File: src/rtl/rxg_pkg.sv
// Package: shared definitions for the receive error DMA gate.
// Assumes the error vector order parity, framing, noise (bits 0..2).
package rxg_pkg;
    localparam int ERR_W   = 3;
    localparam int ERR_PAR = 0;
    localparam int ERR_FRM = 1;
    localparam int ERR_NSE = 2;

    typedef enum logic {
        GATE_DROP = 1'b0,
        GATE_HALT = 1'b1
    } gate_mode_e;
endpackage

File: src/rtl/rxg_classify.sv
// Module: rxg_classify
// Sorts an incoming character pulse into accepted-good or accepted-bad.
// It passes on the error bits only for accepted characters.
// Assumes rx_valid is a single-cycle pulse; nothing is accepted while disabled.
module rxg_classify
    import rxg_pkg::*;
(
    input  logic             rx_valid,
    input  logic             periph_en,
    input  logic [ERR_W-1:0] err_in,
    output logic             char_ok,
    output logic             char_bad,
    output logic [ERR_W-1:0] err_hits
);
    logic accept;

    // Qualify the pulse and split it by error presence.
    always_comb begin
        accept   = rx_valid && periph_en;
        err_hits = accept ? err_in : '0;
        char_bad = |err_hits;
        char_ok  = accept && !char_bad;
    end
endmodule

File: src/rtl/rxg_mode_ctrl.sv
// Module: rxg_mode_ctrl
// Holds the error policy, the halt-mode request mask and the sticky
// sequence-violation bit. It also decides whether an error clear is allowed.
// Assumes data_rdy comes from the flag register stage and dma_en is a level.
module rxg_mode_ctrl
    import rxg_pkg::*;
(
    input  logic       clk,
    input  logic       rst_n,
    input  logic       periph_en,
    input  logic       mode_cfg,
    input  logic       char_bad,
    input  logic       err_clr,
    input  logic       data_rdy,
    input  logic       dma_en,
    output gate_mode_e mode,
    output logic       mask,
    output logic       viol,
    output logic       clr_ok
);
    logic halt;
    logic bad_order;

    // Allowed-clear decision from the current mask and request state.
    always_comb begin
        halt      = (mode == GATE_HALT);
        bad_order = halt && mask && err_clr && data_rdy && dma_en;
        clr_ok    = err_clr && !bad_order;
    end

    // Policy register: follows the config input only while disabled.
    always_ff @(posedge clk) begin
        if (!rst_n)
            mode <= GATE_DROP;
        else if (!periph_en)
            mode <= gate_mode_e'(mode_cfg);
    end

    // Mask and violation state, both released by disabling the peripheral.
    always_ff @(posedge clk) begin
        if (!rst_n) begin
            mask <= 1'b0;
            viol <= 1'b0;
        end else if (!periph_en) begin
            mask <= 1'b0;
            viol <= 1'b0;
        end else begin
            if (halt && char_bad)
                mask <= 1'b1;
            else if (clr_ok)
                mask <= 1'b0;
            if (bad_order)
                viol <= 1'b1;
        end
    end


    mode_hold_chk: assert property (@(posedge clk) disable iff (!rst_n)
        periph_en |=> $stable(mode));

    viol_sticky_chk: assert property (@(posedge clk) disable iff (!rst_n)
        (viol && periph_en) |=> viol);

    mask_keep_chk: assert property (@(posedge clk) disable iff (!rst_n)
        (periph_en && mask && err_clr && data_rdy && dma_en) |=> (mask && viol));

    drop_no_mask_chk: assert property (@(posedge clk) disable iff (!rst_n)
        (mode == GATE_DROP && !mask) |=> !mask);
endmodule

File: src/rtl/rxg_flags.sv
// Module: rxg_flags
// Register stage for the data-ready flag and the sticky error flags.
// Assumes clr_ok already reflects the halt-mode ordering rule.
module rxg_flags
    import rxg_pkg::*;
(
    input  logic             clk,
    input  logic             rst_n,
    input  gate_mode_e       mode,
    input  logic             char_ok,
    input  logic             char_bad,
    input  logic [ERR_W-1:0] err_hits,
    input  logic             clr_ok,
    input  logic             rdy_clr,
    input  logic             dma_ack,
    output logic             data_rdy,
    output logic [ERR_W-1:0] err_flags
);
    logic rdy_set;

    // A character becomes ready if good, or if bad under the halt policy.
    always_comb rdy_set = char_ok || (char_bad && mode == GATE_HALT);

    // Data-ready flag: a new character wins over acknowledge and clear.
    always_ff @(posedge clk) begin
        if (!rst_n)
            data_rdy <= 1'b0;
        else if (rdy_set)
            data_rdy <= 1'b1;
        else if (dma_ack || rdy_clr)
            data_rdy <= 1'b0;
    end

    for (genvar gi = 0; gi < ERR_W; gi++) begin : g_err
        // One sticky error flag: a new error wins over an allowed clear.
        always_ff @(posedge clk) begin
            if (!rst_n)
                err_flags[gi] <= 1'b0;
            else if (err_hits[gi])
                err_flags[gi] <= 1'b1;
            else if (clr_ok)
                err_flags[gi] <= 1'b0;
        end
    end


    ack_clears_chk: assert property (@(posedge clk) disable iff (!rst_n)
        (dma_ack && !char_ok && !char_bad) |=> !data_rdy);

    drop_bad_chk: assert property (@(posedge clk) disable iff (!rst_n)
        (mode == GATE_DROP && char_bad && !data_rdy) |=> !data_rdy);

    err_hold_chk: assert property (@(posedge clk) disable iff (!rst_n)
        (|err_flags && !clr_ok) |=> (|err_flags));
endmodule

File: src/rtl/rx_err_dma_gate.sv
// Module: rx_err_dma_gate (top)
// Decides which received characters reach the DMA handshake, and whether
// requests go on after a reception error, under the drop or halt policy.
// Assumes the clear strobes and the acknowledge are single-cycle pulses.
module rx_err_dma_gate
    import rxg_pkg::*;
(
    input  logic clk,
    input  logic rst_n,
    input  logic periph_en,
    input  logic halt_mode_cfg,
    input  logic rx_valid,
    input  logic rx_parity_err,
    input  logic rx_frame_err,
    input  logic rx_noise_err,
    input  logic dma_en,
    input  logic err_clr,
    input  logic rdy_clr,
    input  logic dma_ack,
    output logic data_rdy,
    output logic parity_flag,
    output logic frame_flag,
    output logic noise_flag,
    output logic dma_req,
    output logic seq_violation
);
    logic [ERR_W-1:0] err_in;
    logic [ERR_W-1:0] err_hits;
    logic [ERR_W-1:0] err_flags;
    logic             char_ok;
    logic             char_bad;
    logic             clr_ok;
    logic             mask;
    gate_mode_e       mode;

    // Gather the error inputs into the package order.
    always_comb begin
        err_in          = '0;
        err_in[ERR_PAR] = rx_parity_err;
        err_in[ERR_FRM] = rx_frame_err;
        err_in[ERR_NSE] = rx_noise_err;
    end

    rxg_classify i_classify (
        .rx_valid  (rx_valid),
        .periph_en (periph_en),
        .err_in    (err_in),
        .char_ok   (char_ok),
        .char_bad  (char_bad),
        .err_hits  (err_hits)
    );

    rxg_mode_ctrl i_mode (
        .clk       (clk),
        .rst_n     (rst_n),
        .periph_en (periph_en),
        .mode_cfg  (halt_mode_cfg),
        .char_bad  (char_bad),
        .err_clr   (err_clr),
        .data_rdy  (data_rdy),
        .dma_en    (dma_en),
        .mode      (mode),
        .mask      (mask),
        .viol      (seq_violation),
        .clr_ok    (clr_ok)
    );

    rxg_flags i_flags (
        .clk       (clk),
        .rst_n     (rst_n),
        .mode      (mode),
        .char_ok   (char_ok),
        .char_bad  (char_bad),
        .err_hits  (err_hits),
        .clr_ok    (clr_ok),
        .rdy_clr   (rdy_clr),
        .dma_ack   (dma_ack),
        .data_rdy  (data_rdy),
        .err_flags (err_flags)
    );

    // Output mapping and the gated DMA request.
    always_comb begin
        parity_flag = err_flags[ERR_PAR];
        frame_flag  = err_flags[ERR_FRM];
        noise_flag  = err_flags[ERR_NSE];
        dma_req     = data_rdy && dma_en && !mask;
    end


    mask_blocks_chk: assert property (@(posedge clk) disable iff (!rst_n)
        mask |-> !dma_req);

    req_needs_rdy_chk: assert property (@(posedge clk) disable iff (!rst_n)
        dma_req |-> (data_rdy && dma_en));
endmodule

File: config.mk
export PLATFORM = sky130hd
export DESIGN_NAME = rx_err_dma_gate
export DESIGN_NICKNAME = d
export VERILOG_FILES = /design/src/rtl/rxg_pkg.sv /design/src/rtl/rxg_classify.sv /design/src/rtl/rxg_mode_ctrl.sv /design/src/rtl/rxg_flags.sv /design/src/rtl/rx_err_dma_gate.sv
export SDC_FILE = /design/constraint.sdc
export NUM_CORES = 1
export LEC_CHECK = 0
export ABC_CLOCK_PERIOD_IN_PS = 1200
export BUFFER_PORTS_ARGS = -buffer_cell sky130_fd_sc_hd__buf_2
export CORE_AREA = 2 2 39 41
export CTS_CLUSTER_DIAMETER = 50
export DETAILED_ROUTE_END_ITERATION = 6
export DIE_AREA = 0 0 41 43
export GPL_ROUTABILITY_DRIVEN = 0
export MAX_ROUTING_LAYER = met4
export PLACE_DENSITY = 0.47
export SYNTH_ARGS = -nofsm -noshare
export SYNTH_HDL_FRONTEND = slang
export SYNTH_SLANG_ARGS = --single-unit
File: constraint.sdc
create_clock -name clk -period 1.2 [get_ports clk]
set_input_delay 0.12 -clock clk [delete_from_list [all_inputs] [get_ports clk]]
set_output_delay 0.12 -clock clk [all_outputs]
set_load 0.05 [all_outputs]
==> impl_metrics.toml, run 1 <==
[status]
status = "finished clean"

[logic_synthesis]
async_flop_share_pct = 0
syn_inst = 28
synth_nets = 40
yosys-top-cells-area = "dfxtp_1 48%, a32o_2 11%, nand4_2 4.3%, and3_4 3.8%, nand2_1 3.8%"
synthTopCellsByCount = "7 x dfxtp_1, 3 x a32o_2, 3 x nand2_1"
ys.flop_type = "dfxtp_1"
synth-edff-count = 0
ys_seq_area_share_pct = 47.7
ys_warn_count = 0
synth.distinct_cells = 17
ys_seq_elements = 7
yosysMostFrequentCell = "dfxtp_1"
avgSynthCellArea_um2 = 10.5
synth_area_um2 = 294
synth_area_leader_cell = "dfxtp_1"
synth_top_area_share_pct = 47.7

[grt]
grt_pass1_vias = 281
grt_max_degree = 8
antenna_found_initial = 0
grt_usage_pct = 9.18
grt_overflow_total = 0
grt_pass1_wl_mm = 1.05

[worst_hold_path]
whs_path_depth = 2
hold_class = "in -> reg"

[sta]
tns_ns = 0
tightestPinTransition_ns = 0.242
hold_violations = 0
maxSlewViolCount = 0
setup_viol = 0
finalCritPeriodShare_pct = 95.1
max-slew-margin-rel_pct = 83.8
layout_min_cycle_time_ns = 1.14
clock_skew_ns = 0.00761
rsz0062_at_grt = "false"
fmax_mhz = 877

[cts]
clock-root-buffer = "clkbuf_4"
clockBufferDepth = 2
holdBufCountCts = 0
clock-sinks = 7
numCtsBuffers = 3
postCtsSetupRepairBufs = 0
clk_pin_slew_ns = 0.06
cts-htree-levels = 1
cts-resized-gates = 0
cts_tree = "done"
clk_latency_ns = 0.25

[detailed_routing]
drc = 0
routed_wl_um = 690
first_pass_iters = 4
first_iter_violations = 6
via_count = 292
post_drt_wl_per_cell_um = 10.6
ant_nets = 0
vias_per_cell = 4.49

[final_layout]
n_fill_cell = 159
layout.nets = 62
postLayoutCellArea_um2 = 434
drive_gt1_share_pct = 57.1
area_growth_pct = 47.7
diodes = 0

[power]
p_per_area_nw_per_um2 = 1210
vdd_drop_max_uv = 423
finalPower_uw = 525
p_leak_uw = 0.000218

[floorplanning]
num_rows = 14
die_area_um2 = 1760
core_um2 = 1380
die_h_um = 43
initial_utilization_pct = 21.2
die_w_um = 41
ios = 18

[worst_setup_path]
required_ns = 1.08
slowest_delay_ns = 0.36
critPathTopFamily = "flip-flops"
cp.depth = 3
r2r_slack_ns = 0.29
reg2reg_depth = 3
path_buf_inv = 1
cp-start-kind = "register"
cp_data_arrival_time_ns = 1.02
worstPathCellList = "nand2_1, nor2_4, buf_2"
crit_type = "reg -> out"
critPathMaxFanout = 5
crit_path_end_kind = "output pin"
critPathSlowestCell = "dfxtp_2"

[place]
portBuffers = 17
dpl_cell_area_um2 = 408

[flow_run]
cap_violations = 0
-- layout by cell type, fill, tap and decap left out, drive strengths merged, types with 2 or more instances in the layout --
cell type  instances
a32o               3
buf               17
nand2              4
dfxtp              7
nor2               2
clkbuf             4
-- final cells by class --
class | instances | area [µm²] | share of cell area, %
flip-flops and latches | 7 | 141 | 32.6
multi-input cells | 21 | 161 | 37.2
repair buffers | 17 | 85.1 | 19.6
well taps | 16 | 20.0 | 4.61
clock buffers | 4 | 26.3 | 6.05
-- routing by layer --
metal	GRT usage, %	share of wire [%]
met4	6.00	0
met1	11.3	47
met3	3.14	10
met2	12.2	43
met5	-	0
-- sequential cells by signal, summed over array words and instances, names as in the netlist --
signal and flops:
i_mode.mask 1, i_flags.err_flags 3, i_mode.mode 1, i_mode.viol 1
i_flags.data_rdy 1
-- logic make-up after synthesis --
group | synth area share (%)
DFF | 47.7
muxes | 3.40
AOI/OAI and AO/OA | 17.0
and+or+nand+nor | 31.9
-- metrics by stage --
stage                     setup WS, ns  utilization [%]  hold WS (ns)  instances
after global routing           0.00249             31.4         0.103         65
after floorplan                  0.159                -         0.247         28
after CTS                       0.0462             31.4        0.0943         65
after detailed placement         0.304             29.5         0.356         61
final                           0.0594             31.4        0.0980         65
after global placement           0.306             29.5         0.354         61
-- worst reg2reg max path, stage by stage (launching register included) --
cell     delay [ns]
dfxtp_1        0.36
nand4_2        0.11
nand2_2        0.07
a32o_2         0.25
-- power by group --
part           switching, µW  internal, µW
sequential              6.33           240
clock                   82.6           127
combinational           40.3          28.9
total                    129           396
-- final timing paths --
| check | startpoint | to |
|---|---|---|
| min reg2reg | i_mode.viol | i_mode.viol |
| max reg2reg | i_mode.mask | i_flags.err_flags[0] |
| max | i_flags.data_rdy | dma_req |
| min | rx_frame_err | i_flags.err_flags[1] |
No activity file was read; power rests on OpenSTA's default activity.
==> run 2, diff against run 1 <==
--- a/config.mk
+++ b/config.mk
@@ -5,7 +5,8 @@
 export SDC_FILE = /design/constraint.sdc
 export NUM_CORES = 1
 export LEC_CHECK = 0
-export ABC_CLOCK_PERIOD_IN_PS = 1200
+export ABC_AREA = 1
+export ABC_CLOCK_PERIOD_IN_PS = 1320
 export BUFFER_PORTS_ARGS = -buffer_cell sky130_fd_sc_hd__buf_2
 export CORE_AREA = 2 2 39 41
 export CTS_CLUSTER_DIAMETER = 50
==> constraint.sdc (replaced) <==
create_clock -name clk -period 1.32 [get_ports clk]
set_input_delay 0.132 -clock clk [delete_from_list [all_inputs] [get_ports clk]]
set_output_delay 0.132 -clock clk [all_outputs]
set_load 0.05 [all_outputs]
==> impl_metrics.toml, run 2 <==
[logic_synthesis]
synth_fa_ha_area_share_pct = 0
ys_seq_area_share_pct = 47.1
synthSimpleGateAreaFrac_pct = 31.1
synth_nets = 54
yosysMostFrequentCell = "nand2_1"
synth_area_leader_cell = "dfxtp_1"
synth.distinct_cells = 10
synth-edff-count = 0
synth_top_area_share_pct = 47.1
ys_warn_count = 0
synthTopCellsByCount = "9 x nand2_1, 7 x dfxtp_1, 7 x inv_1"
ys_seq_elements = 7
ys.flop_type = "dfxtp_1"
synth_top_family_by_area = "simple AND/OR/NAND/NOR gates"
synthMuxAreaShare_pct = 0
synth_xor_area_share_pct = 0
yosys-top-cells-area = "dfxtp_1 47%, nand2_1 11%, nand3_1 10%, inv_1 8.8%, a21oi_1 8.4%"
avgSynthCellArea_um2 = 7.09
synth_compound_area_share_pct = 13.0
syn_inst = 42
synth_area_um2 = 298
async_flop_share_pct = 0

[final_layout]
area_growth_pct = 46.6
n_fill_cell = 161
utilization_pct = 31.6
final_cell_mix = "17 x buf_2, 9 x nand2_1, 7 x inv_1, 7 x dfxtp_1, 6 x nand3_1"
largest_register_ffs = 3
layout.nets = 76
postLayoutCellArea_um2 = 437
diodes = 0
final_common_cell = "buf_2"
top_register = "i_flags.err_flags"
drive_gt1_share_pct = 34.9

[floorplanning]
ios = 18
num_rows = 14
die_w_um = 41
die_area_um2 = 1760
die_h_um = 43
initial_utilization_pct = 21.5
core_um2 = 1380

[place]
dp_hpwl_um = 569
dpl_cell_area_um2 = 410
portBuffers = 17
pre_cts_slack_ns = 0.342

[cts]
holdBufCountCts = 0
numCtsBuffers = 3
cts_tree = "done"
cts-resized-gates = 0
clk_latency_ns = 0.25
cts-htree-levels = 1
clk_pin_slew_ns = 0.05
clock-root-buffer = "clkbuf_4"
clock-sinks = 7
clockBufferDepth = 2
postCtsSetupRepairBufs = 0

[flow_run]
cap_violations = 0

[detailed_routing]
vias_per_cell = 4.35
post_drt_wl_per_cell_um = 8.63
routed_wl_um = 682
via_count = 344
drc = 0
first_iter_violations = 11
first_pass_iters = 4
ant_nets = 0

[sta]
tightestPinTransition_ns = 0.250
layout_min_cycle_time_ns = 1.19
maxSlewViolCount = 0
fin_hold_ws_ns = 0.117
rsz0062_at_grt = "false"
hold_violations = 0
tns_ns = 0
setup_slack_ns = 0.128
clock_skew_ns = 0.00409
fmax_mhz = 839
setup_viol = 0
finalCritPeriodShare_pct = 90.3
max-slew-margin-rel_pct = 83.5

[worst_setup_path]
required_ns = 1.19
slowest_delay_ns = 0.34
worstPathCellList = "nand2_1, nor2_4, buf_2"
critPathMaxFanout = 3
cp-start-kind = "register"
critPathSlowestCell = "dfxtp_1"
crit_path_end_kind = "output pin"
cp_data_arrival_time_ns = 1.06
crit_type = "reg -> out"

[power]
p_leak_uw = 0.000229
vdd_drop_max_uv = 301
p_per_area_nw_per_um2 = 1120

[worst_hold_path]
hold_class = "in -> reg"

[grt]
grt_pass1_vias = 295
grt_max_degree = 8
antenna_found_initial = 0
grt_usage_pct = 10.1
grt_overflow_total = 0
grt_pass1_wl_mm = 1.09

[status]
status = "finished clean"
==> run 2: changes by cell type in the layout (fill, tap and decap cells not counted), sizes merged, moves of 2 or more <==
cell	change
nand2	+5
a21oi	+4
nand3	+6
a32o	-3
inv	+7
nor2	+2
==> run 2: kinds of logic after synthesis <==
kind of cell | Yosys count
flip-flops | 7
buffers and inverters | 7
AO/OA/AOI/OAI | 7
AND/OR/NAND/NOR | 21
==> run 2: final timing paths <==
path / from / end / slack, ns / cells after the start
worst min-delay path: rst_n / i_flags.data_rdy / 0.12 / 3
worst min register to register: i_flags.err_flags[1] / i_flags.err_flags[1] / 0.46 / 2
worst max-delay path: i_flags.data_rdy / dma_req / 0.13 / 3
worst max register to register: i_mode.mask / i_flags.err_flags[2] / 0.36 / 4
==> run 2: power by group <==
group	leakage [µW]	switching, µW	total [µW]	internal (µW)
Clock	0.0000150	77.9	193	115
Sequential	0.0000571	4.87	224	219
Combinational	0.000157	46.3	71.8	25.6
Total	0.000229	129	489	360
==> run 2: through the flow <==
stage	std cells	power, µW
2_1_floorplan	42	270
3_3_place_gp	75	301
3_5_place_dp	75	301
4_1_cts	79	495
5_1_grt	79	523
6_report	79	489
==> run 2: critical path, delay by kind of cell (launching register included) <==
family	cells	cell delay (ns)
DFF	1	0.34
and+or+nand+nor	2	0.22
buffers and inverters	1	0.26
==> run 2: layer usage <==
metal	track usage (%)	part of all wire, %
met1	11.3	43
met4	10.0	5.0
met5	-	0
met3	4.71	9.4
met2	12.2	43
==> run 2: cell type report <==
cell class	count	area [µm²]	share of cell area, %
repair buffers	17	85.1	19.5
well taps	16	20.0	4.58
multi-input cells	28	139	31.8
flip-flops and latches	7	140	32.1
inverters	7	26.3	6.02
clock buffers	4	26.3	6.02
==> run 3, diff against run 2 <==
--- a/config.mk
+++ b/config.mk
@@ -15,6 +15,7 @@
 export GPL_ROUTABILITY_DRIVEN = 0
 export MAX_ROUTING_LAYER = met4
 export PLACE_DENSITY = 0.47
+export RECOVER_POWER = 50
 export SYNTH_ARGS = -nofsm -noshare
 export SYNTH_HDL_FRONTEND = slang
 export SYNTH_SLANG_ARGS = --single-unit
==> impl_metrics.toml, run 3 (same netlist as run 2, synthesis figures left out) <==
[worst_setup_path]
slowest_delay_ns = 0.34
r2r-end = "i_flags.err_flags[2]"
cp-start-kind = "register"
required_ns = 1.19
reg2reg_from = "i_mode.mask"
crit_path_end_kind = "output pin"
critPathMaxFanout = 3
worstSetupEndpoint = "dma_req"
cp.depth = 3
reg2reg_depth = 4
crit_start = "i_flags.data_rdy"
critPathTopFamily = "flip-flops"
cp_data_arrival_time_ns = 1.06
r2r_slack_ns = 0.36
path_buf_inv = 1
worstPathCellList = "nand2_1, nor2_4, buf_2"
crit_type = "reg -> out"
critPathSlowestCell = "dfxtp_1"

[final_layout]
final_common_cell = "buf_2"
final_cell_mix = "14 x buf_2, 9 x nand2_1, 7 x inv_1, 7 x dfxtp_1, 6 x nand3_1"
drive_gt1_share_pct = 33.3
layout.nets = 76
area_growth_pct = 46.2
top_register = "i_flags.err_flags"
diodes = 0
largest_register_ffs = 3

[floorplanning]
die_h_um = 43
initial_utilization_pct = 21.5
die_w_um = 41
core_um2 = 1380
die_area_um2 = 1760
num_rows = 14
ios = 18

[detailed_routing]
routed_wl_um = 680
vias_per_cell = 4.32
ant_nets = 0
via_count = 341
post_drt_wl_per_cell_um = 8.61
first_pass_iters = 4
drc = 0
first_iter_violations = 10

[power]
clkPwrFrac_pct = 39.5
vdd_drop_max_uv = 301
p_switching_uw = 129
p_comb_share_pct = 14.6
seqPwrFrac_pct = 45.9
swShare_pct = 26.4
power.internal_uw = 360
p_per_area_nw_per_um2 = 1120
finalPower_uw = 489
p_leak_uw = 0.000223

[sta]
tns_ns = 0
tightestPinTransition_ns = 0.586
max-slew-margin-rel_pct = 61.1
maxSlewViolCount = 0
setup_slack_ns = 0.128
rsz0062_at_grt = "false"
hold_violations = 0
clock_skew_ns = 0.00409
setup_viol = 0
fmax_mhz = 839
layout_min_cycle_time_ns = 1.19
finalCritPeriodShare_pct = 90.3

[cts]
numCtsBuffers = 3
clock-sinks = 7
clock-root-buffer = "clkbuf_4"
cts-htree-levels = 1
clk_latency_ns = 0.25
postCtsSetupRepairBufs = 0
cts_tree = "done"
clk_pin_slew_ns = 0.05
cts-resized-gates = 0
holdBufCountCts = 0
clockBufferDepth = 2

[worst_hold_path]
hold_class = "in -> reg"

[grt]
grt_usage_pct = 10.1
grt_overflow_total = 0
grt_pass1_vias = 295
antenna_found_initial = 0
grt_pass1_wl_mm = 1.09
grt_max_degree = 8

[place]
pre_cts_slack_ns = 0.342
dp_hpwl_um = 569
portBuffers = 17

[status]
status = "finished clean"

[flow_run]
cap_violations = 0
## run 3: cell count changes in the layout (fill, tap and decap cells not counted), sizes merged
cell,before,now
buf,17,14
clkbuf,4,7
## run 3: worst min path at each step
stage	startpoint	to	cells after the start	slack (ns)
after detailed placement	rst_n	i_flags.data_rdy	3	0.37
after floorplan	periph_en	i_mode.mode	1	0.23
after global placement	rst_n	i_flags.data_rdy	3	0.37
final	rst_n	i_flags.data_rdy	3	0.12
after CTS	rst_n	i_flags.data_rdy	3	0.11
after global routing	rst_n	i_flags.data_rdy	3	0.12
## run 3: metrics by stage
step | std cells | instance area, µm² | hold WS, ns | utilization, %
floorplan | 42 | 305 | 0.225 | -
global placement | 75 | 410 | 0.371 | 29.7
detailed placement | 75 | 410 | 0.370 | 29.7
CTS | 79 | 437 | 0.115 | 31.6
finish | 79 | 435 | 0.117 | 31.5
global route | 79 | 435 | 0.116 | 31.5
## run 3: worst register-to-register path, delay by kind of cell, from the launching register on
kind | cells | cell delay [ns]
DFF | 1 | 0.39
AOI/OAI and AO/OA | 2 | 0.32
and+or+nand+nor | 2 | 0.19
## run 3: final cells by class
class                      instances  area, µm²
fill                             162        948
sequential                         7        140
multi-input combinational         28        139
timing repair buffer              17       83.8
clock buffer                       4       26.3
inverter                           7       26.3
tap                               16       20.0
## run 3: layer usage
| metal | track usage (%) | part of all wire [%] |
|---|---|---|
| met5 | - | 0 |
| met4 | 10.0 | 5.0 |
| met3 | 4.71 | 9.4 |
| met2 | 12.2 | 43 |
| met1 | 11.3 | 43 |
## run 3: power by group through the flow
stage,Sequential [µW],Clock (µW),Combinational (µW)
floorplan,245,0,24.9
global placement,229,0,71.9
detailed placement,229,0,72.3
CTS,224,199,72.6
global route,225,218,79.6
finish,224,193,71.5
